<file path="config.mk">
export PLATFORM = sky130hd
export DESIGN_NAME = static_operand_switch
export DESIGN_NICKNAME = d
export VERILOG_FILES = /design/src/rtl/ssw_pkg.sv /design/src/rtl/ssw_fifo.sv /design/src/rtl/ssw_xbar.sv /design/src/rtl/ssw_seq.sv /design/src/rtl/static_operand_switch.sv
export SDC_FILE = /design/constraint.sdc
export NUM_CORES = 2
export LEC_CHECK = 0
export BUFFER_PORTS_ARGS = -buffer_cell sky130_fd_sc_hd__buf_4
export CORE_MARGIN = 2
export CORE_UTILIZATION = 40
export DETAILED_ROUTE_END_ITERATION = 12
export PLACE_DENSITY = 0.6
export SLEW_MARGIN = 20
export SYNTH_ARGS = -nofsm -noshare
export SYNTH_HDL_FRONTEND = slang
export SYNTH_SLANG_ARGS = --single-unit
</file>
<file path="constraint.sdc">
create_clock -name clk -period 5.8 [get_ports clk]
set_input_delay 0.87 -clock clk [delete_from_list [all_inputs] [get_ports clk]]
set_output_delay 0.87 -clock clk [all_outputs]
set_load 0.02 [all_outputs]
</file>
<file path="src/rtl/ssw_pkg.sv">
package ssw_pkg;

    localparam int NPORT   = 5;
    localparam int FIELD_W = 3;
    localparam int INSTR_W = NPORT * FIELD_W;

    // port index order: N=0, E=1, S=2, W=3, P=4; source code = index + 1
    localparam logic [FIELD_W-1:0] CODE_NONE = 3'd0;
    localparam logic [FIELD_W-1:0] CODE_LAST = 3'd5;
    localparam logic [INSTR_W-1:0] HALT_WORD = '1;

    typedef enum logic [1:0] {
        SEQ_IDLE,
        SEQ_RUN,
        SEQ_HALT
    } seq_state_e;

    function automatic logic code_routes(input logic [FIELD_W-1:0] code);
        return (code != CODE_NONE) && (code <= CODE_LAST);
    endfunction

endpackage

</file>
<file path="src/rtl/ssw_fifo.sv">
module ssw_fifo #(
    parameter int DATA_W = 32
) (
    input  logic              clk,
    input  logic              rst_n,
    input  logic              in_valid,
    input  logic [DATA_W-1:0] in_data,
    output logic              in_ready,
    input  logic              pop,
    output logic              head_valid,
    output logic [DATA_W-1:0] head_data
);

    logic [1:0]        cnt;
    logic [DATA_W-1:0] e0, e1;
    logic              push;

    assign in_ready   = (cnt != 2'd2);
    assign push       = in_valid && in_ready;
    assign head_valid = (cnt != 2'd0) || in_valid;
    assign head_data  = (cnt != 2'd0) ? e0 : in_data;

    always_ff @(posedge clk) begin
        if (!rst_n) begin
            cnt <= 2'd0;
            e0  <= '0;
            e1  <= '0;
        end else begin
            unique case (cnt)
                2'd0: begin
                    if (push && !pop) begin
                        e0  <= in_data;
                        cnt <= 2'd1;
                    end
                end
                2'd1: begin
                    if (push && pop) begin
                        e0 <= in_data;
                    end else if (pop) begin
                        cnt <= 2'd0;
                    end else if (push) begin
                        e1  <= in_data;
                        cnt <= 2'd2;
                    end
                end
                2'd2: begin
                    if (pop) begin
                        e0  <= e1;
                        cnt <= 2'd1;
                    end
                end
                default: cnt <= 2'd0;
            endcase
        end
    end

    // the crossbar must never consume an operand that is not there
    assert_no_underflow_R5: assert property (@(posedge clk) disable iff (!rst_n)
        pop |-> head_valid);

    // a full buffer keeps refusing until something leaves
    assert_full_hold_R7: assert property (@(posedge clk) disable iff (!rst_n)
        (!in_ready && !pop) |=> !in_ready);

endmodule

</file>
<file path="src/rtl/ssw_xbar.sv">
module ssw_xbar
    import ssw_pkg::*;
#(
    parameter int DATA_W = 32
) (
    input  logic [INSTR_W-1:0]      instr,
    input  logic                    run,
    input  logic [NPORT-1:0]        head_valid,
    input  logic [NPORT*DATA_W-1:0] head_data,
    input  logic [NPORT-1:0]        slot_free,
    output logic                    fire,
    output logic [NPORT-1:0]        pop,
    output logic [NPORT-1:0]        load,
    output logic [NPORT*DATA_W-1:0] load_data
);

    logic [NPORT-1:0] need;
    logic [NPORT-1:0] used;
    logic             all_ok;

    always_comb begin
        need      = '0;
        used      = '0;
        all_ok    = 1'b1;
        load_data = '0;
        for (int o = 0; o < NPORT; o++) begin
            logic [FIELD_W-1:0] code;
            int src;
            code = instr[o*FIELD_W +: FIELD_W];
            src  = int'(code) - 1;
            if (code_routes(code)) begin
                need[o] = 1'b1;
                used[src] = 1'b1;
                load_data[o*DATA_W +: DATA_W] = head_data[src*DATA_W +: DATA_W];
                if (!(head_valid[src] && slot_free[o])) begin
                    all_ok = 1'b0;
                end
            end
        end
        fire = run && (instr != HALT_WORD) && all_ok;
        load = need & {NPORT{fire}};
        pop  = used & {NPORT{fire}};
    end

endmodule

</file>
<file path="src/rtl/ssw_seq.sv">
module ssw_seq
    import ssw_pkg::*;
#(
    parameter int DEPTH = 64,
    localparam int AW   = $clog2(DEPTH)
) (
    input  logic               clk,
    input  logic               rst_n,
    input  logic               prog_we,
    input  logic [AW-1:0]      prog_addr,
    input  logic [INSTR_W-1:0] prog_data,
    input  logic               start,
    input  logic               fire,
    output logic [INSTR_W-1:0] instr,
    output logic               run
);

    seq_state_e         state, state_n;
    logic [INSTR_W-1:0] mem [DEPTH];
    logic [AW-1:0]      pc;
    logic [AW-1:0]      last_idx;
    logic               loaded;
    logic               wr_ok;
    logic               restart;

    // state register
    always_ff @(posedge clk) begin
        if (!rst_n) state <= SEQ_IDLE;
        else        state <= state_n;
    end

    // next state and outputs
    always_comb begin
        state_n = state;
        restart = 1'b0;
        unique case (state)
            SEQ_IDLE: begin
                if (start && loaded) begin
                    state_n = SEQ_RUN;
                    restart = 1'b1;
                end
            end
            SEQ_RUN: begin
                if (instr == HALT_WORD) state_n = SEQ_HALT;
            end
            SEQ_HALT: begin
                if (start) begin
                    state_n = SEQ_RUN;
                    restart = 1'b1;
                end
            end
            default: state_n = SEQ_IDLE;
        endcase
        run   = (state == SEQ_RUN);
        wr_ok = (state != SEQ_RUN);
        instr = mem[pc];
    end

    // program store, limit and counter
    always_ff @(posedge clk) begin
        if (!rst_n) begin
            for (int i = 0; i < DEPTH; i++) mem[i] <= '0;
            pc       <= '0;
            last_idx <= '0;
            loaded   <= 1'b0;
        end else begin
            if (prog_we && wr_ok) begin
                mem[prog_addr] <= prog_data;
                loaded         <= 1'b1;
                if (!loaded || prog_addr > last_idx) last_idx <= prog_addr;
            end
            if (restart) begin
                pc <= '0;
            end else if (fire) begin
                pc <= (pc == last_idx) ? '0 : pc + AW'(1);
            end
        end
    end

    assert_quiet_unless_run_R1: assert property (@(posedge clk) disable iff (!rst_n)
        (state != SEQ_RUN) |-> !fire);

    assert_halt_stops_R3: assert property (@(posedge clk) disable iff (!rst_n)
        (state == SEQ_RUN && instr == HALT_WORD) |=> (state == SEQ_HALT && $stable(pc)));

    assert_pc_bound_R9: assert property (@(posedge clk) disable iff (!rst_n)
        (state == SEQ_RUN) |-> (pc <= last_idx));

endmodule

</file>
<file path="src/rtl/static_operand_switch.sv">
module static_operand_switch
    import ssw_pkg::*;
#(
    parameter int DATA_W     = 32,
    parameter int PROG_DEPTH = 64,
    localparam int AW        = $clog2(PROG_DEPTH)
) (
    input  logic                    clk,
    input  logic                    rst_n,
    input  logic                    prog_we,
    input  logic [AW-1:0]           prog_addr,
    input  logic [INSTR_W-1:0]      prog_data,
    input  logic                    start,
    input  logic [NPORT-1:0]        in_valid,
    input  logic [NPORT*DATA_W-1:0] in_data,
    output logic [NPORT-1:0]        in_ready,
    output logic [NPORT-1:0]        out_valid,
    output logic [NPORT*DATA_W-1:0] out_data,
    input  logic [NPORT-1:0]        out_ready
);

    logic [INSTR_W-1:0]      instr;
    logic                    run;
    logic                    fire;
    logic [NPORT-1:0]        head_valid;
    logic [NPORT*DATA_W-1:0] head_data;
    logic [NPORT-1:0]        slot_free;
    logic [NPORT-1:0]        pop;
    logic [NPORT-1:0]        load;
    logic [NPORT*DATA_W-1:0] load_data;

    ssw_seq #(.DEPTH(PROG_DEPTH)) u_seq (
        .clk       (clk),
        .rst_n     (rst_n),
        .prog_we   (prog_we),
        .prog_addr (prog_addr),
        .prog_data (prog_data),
        .start     (start),
        .fire      (fire),
        .instr     (instr),
        .run       (run)
    );

    ssw_xbar #(.DATA_W(DATA_W)) u_xbar (
        .instr      (instr),
        .run        (run),
        .head_valid (head_valid),
        .head_data  (head_data),
        .slot_free  (slot_free),
        .fire       (fire),
        .pop        (pop),
        .load       (load),
        .load_data  (load_data)
    );

    for (genvar p = 0; p < NPORT; p++) begin : g_port
        ssw_fifo #(.DATA_W(DATA_W)) u_fifo (
            .clk        (clk),
            .rst_n      (rst_n),
            .in_valid   (in_valid[p]),
            .in_data    (in_data[p*DATA_W +: DATA_W]),
            .in_ready   (in_ready[p]),
            .pop        (pop[p]),
            .head_valid (head_valid[p]),
            .head_data  (head_data[p*DATA_W +: DATA_W])
        );

        assign slot_free[p] = !out_valid[p] || out_ready[p];

        always_ff @(posedge clk) begin
            if (!rst_n) begin
                out_valid[p]                  <= 1'b0;
                out_data[p*DATA_W +: DATA_W]  <= '0;
            end else if (load[p]) begin
                out_valid[p]                  <= 1'b1;
                out_data[p*DATA_W +: DATA_W]  <= load_data[p*DATA_W +: DATA_W];
            end else if (out_ready[p]) begin
                out_valid[p]                  <= 1'b0;
            end
        end

        assert_atomic_dest_R5: assert property (@(posedge clk) disable iff (!rst_n)
            load[p] |-> slot_free[p]);

        assert_one_hop_R4: assert property (@(posedge clk) disable iff (!rst_n)
            load[p] |=> out_valid[p]);

        assert_hold_stall_R8: assert property (@(posedge clk) disable iff (!rst_n)
            (out_valid[p] && !out_ready[p]) |=>
                (out_valid[p] && $stable(out_data[p*DATA_W +: DATA_W])));
    end

endmodule

</file>
==> results.json <==
{
  "rsz0062_at_grt": "no",
  "h-tree-depth": 4,
  "drc": 0,
  "vdd_drop_max_mv": 0.264,
  "whs_path_depth": 3,
  "die_height_um": 434,
  "holdWs_ns": 0.308,
  "clockPowerShare_pct": 40.4,
  "setup_viol": 0,
  "p_leak_nw": 32.6,
  "portBuffers": 364,
  "synthesis.instances": 6612,
  "seqPwrFrac_pct": 45.6,
  "core-area_mm2": 0.183,
  "synthAdderAreaFrac_pct": 0.355,
  "hold_violations": 0,
  "seq_area_mm2": 0.0392,
  "switching_power_mw": 7.11,
  "die_w_um": 434,
  "start_util_pct": 40.3,
  "async_reset_ff_share_pct": 0,
  "cts_buffer_depth": 3,
  "drt-initial-drc-count": 6854,
  "combPwrFrac_pct": 14.0,
  "insertion_delay_ns": 0.85,
  "cts_tree": "yes",
  "area_growth_pct": 17.2,
  "synth.area.top_cells": "edfxtp_1 (39%), dfxtp_1 (14%), and2_1 (8.2%)",
  "internal_power_mw": 18.6,
  "fin_util_pct": 47.2,
  "synth-seq-area-share_pct": 52.9,
  "synth_top_family_by_area": "simple AND/OR/NAND/NOR gates",
  "cts_root_buffer": "clkbuf_16",
  "layout-drive-gt1-share_pct": 20.5,
  "r2r_cells": 17,
  "p_sw_share_pct": 27.7,
  "fp-row-count": 157,
  "grt_antenna_before_repair": 9,
  "grt_pass1_vias": 54800,
  "dp.cells": 9227,
  "yosysUniqueCellTypes": 99,
  "finalCriticalPeriod_ns": 5.68,
  "die_area_mm2": 0.188,
  "cts.sinks": 1476,
  "synth_top_area_share_pct": 39.0,
  "synth_commonest_cells": "and2_1 (971), edfxtp_1 (960), a21oi_1 (563)",
  "grt-ovfl-total": 0,
  "required_ns": 6.51,
  "io_pins": 365,
  "cp_data_arrival_time_ns": 6.39,
  "grt_pass1_wl_um": 406000,
  "ys_ff_latch": 1476,
  "wl_per_cell_um": 30.1,
  "nFillCells": 16800,
  "final_max_slew_viol_count": 0,
  "path_class": "flip-flop to flip-flop",
  "relSlewSlack_pct": 12.9,
  "timing.fmax_mhz": 176,
  "drv_cap": 0,
  "yosysTopAreaCell": "edfxtp_1",
  "syn_avg_cell_area_um2": 11.2,
  "ant_nets": 0,
  "hp-class": "primary input to flip-flop",
  "period_share_pct": 97.9,
  "clock_skew_ns": 0.0680,
  "start_kind": "flip-flop",
  "cts-buffers-inserted": 164,
  "syn_nets": 6828,
  "synth_xor_area_share_pct": 0.269,
  "firstDrtPassIters": 9,
  "clk_pin_slew_ns": 0.06,
  "crit_path_max_fanout": 25,
  "via_count": 58200,
  "gp_congestion": 0.996,
  "synth_mux_area_share_pct": 13.1,
  "synth_flop_cell": "edfxtp_1",
  "synth-compound-area-share_pct": 14.0,
  "grt_max_degree": 148,
  "yosys.area_share.simple_pct": 15.1,
  "worstMarginPinSlew_ns": 1.27,
  "synth_edf_count": 960,
  "p_per_area_mw_per_mm2": 296,
  "ys.warnings.count": 0,
  "grtUsageTotal_pct": 29.8,
  "yosysMostFrequentCell": "and2_1",
  "synth_area_mm2": 0.0740,
  "post-dp-hpwl_um": 198000,
  "status": "completed",
  "multi_input_area_mm2": 0.0321,
  "vias_per_cell": 6.10,
  "fin_cells": 9541,
  "end_kind": "flip-flop",
  "num-nets-final": 7158,
  "routed_wl_um": 288000
}
[state kept, by name, indices dropped and copies added, names as in the netlist, 2 cells and up, named ones only]
name               flops
u_seq.last_idx         6
g_port.u_fifo.cnt     10
g_port.u_fifo.e1     160
u_seq.state            2
u_seq.mem            960
g_port.u_fifo.e0     160
out_valid              5
out_data             160
u_seq.pc               6
[power groups by stage]
| stage | logic, mW | registers (mW) | clock network, mW |
|---|---|---|---|
| after CTS | 3.47 | 11.7 | 10.5 |
| after global placement | 3.43 | 11.9 | 0 |
| after floorplan | 1.87 | 11.9 | 0 |
| after global routing | 3.71 | 11.8 | 10.9 |
| final | 3.59 | 11.7 | 10.4 |
| after detailed placement | 3.46 | 11.9 | 0 |
[through the flow]
step / setup TNS [ns] / power [mW] / setup WS [ns] / area [um^2]
final: 0 / 25.7 / 0.122 / 86700
after global routing: 0 / 26.3 / 0.00283 / 86700
after CTS: 0 / 25.7 / 0.000215 / 86500
after detailed placement: -14.58 / 15.4 / -0.454 / 81100
after global placement: -8.64 / 15.3 / -0.386 / 81000
after floorplan: 0 / 13.8 / 0.0305 / 74000
[worst max-delay path: stages (launching register included)]
cell and delay, ns:
dfxtp_4 0.63, buf_12 0.29, buf_4 0.30, mux4_2 0.56, mux2_2 0.29, a22oi_1 0.35
o2111ai_1 0.34, and2_1 0.38, and3_1 0.25, nand4_1 0.14, nor2b_2 0.29, and4_1 0.25
buf_4 0.13, nand2_2 0.18, nor2_1 0.21, buf_4 0.28, nand4_1 0.40, a21oi_1 0.24
[layer usage]
metal	GRT usage, %	vias to the layer above	wire [um]	part of all wire (%)
li1	-	25100	-	-
met4	14.1	6	15500	5.4
met3	6.30	644	27200	9.5
met5	0	-	47	0.016
met1	39.3	29200	113000	39
met2	46.7	3207	132000	46
[path summary, 6_finish.rpt]
| check | startpoint | end | slack [ns] |
|---|---|---|---|
| min reg2reg | g_port[0].u_fifo.e1[21]$_SDFFE_PN0P_ | g_port[0].u_fifo.e1[21]$_SDFFE_PN0P_ | 0.46 |
| max reg2reg | flip-flop | out_data[120]$_SDFFE_PN0P_ | 0.12 |
| min | in_data[51] | g_port[1].u_fifo.e1[19]$_SDFFE_PN0P_ | 0.31 |
| max | flip-flop | out_data[120]$_SDFFE_PN0P_ | 0.12 |
[cells by family after synthesis]
logic type               count (synthesis)
AO/OA/AOI/OAI                         1600
XOR/XNOR                                21
adder cells (fa/ha/maj)                 21
buffers and inverters                  702
flip-flops                            1476
multiplexers                           682
AND/OR/NAND/NOR                       2110
[final cells by class]
type                            instances  area share, %
Inverter                               40          0.185
Antenna cell                            5         0.0144
Tap cell                             2464           3.56
Clock inverter                         86           1.02
Sequential cell                      1476           45.2
Multi-Input combinational cell       4434           37.1
Timing Repair Buffer                  826           7.83
Clock buffer                          210           5.11
[cells in the final DEF (no fill, tap or decap), types with 26 or more instances in the layout]
cell type  instances
a211oi_1          46
a21oi_1          563
a22o_1            53
a22oi_1          104
a31oi_1           35
and2_1           972
buf_12            45
buf_4            779
clkbuf_1          33
clkbuf_16        166
clkinv_2          35
dfxtp_1          511
edfxtp_1         960
inv_1             32
mux2i_1          410
mux4_2           224
nand2_1          429
nand3_1          144
nor2_1           257
nor2_2            26
nor3_1           125
o2111ai_1         49
o211a_1           34
o211ai_1          32
o21a_1            98
o21ai_0          174
o21ai_1           70
o221a_1           58
o221ai_1          41
o22ai_1          156
[timing repair]
item / in CTS / in global routing
resized for setup: 12 / 9
pin swaps: 1 / 2
setup buffers: 3 / 10
endpoints found under the setup margin: 230 / 306
hold buffers: 0 / 0
No activity file was read; power rests on OpenSTA's default activity.
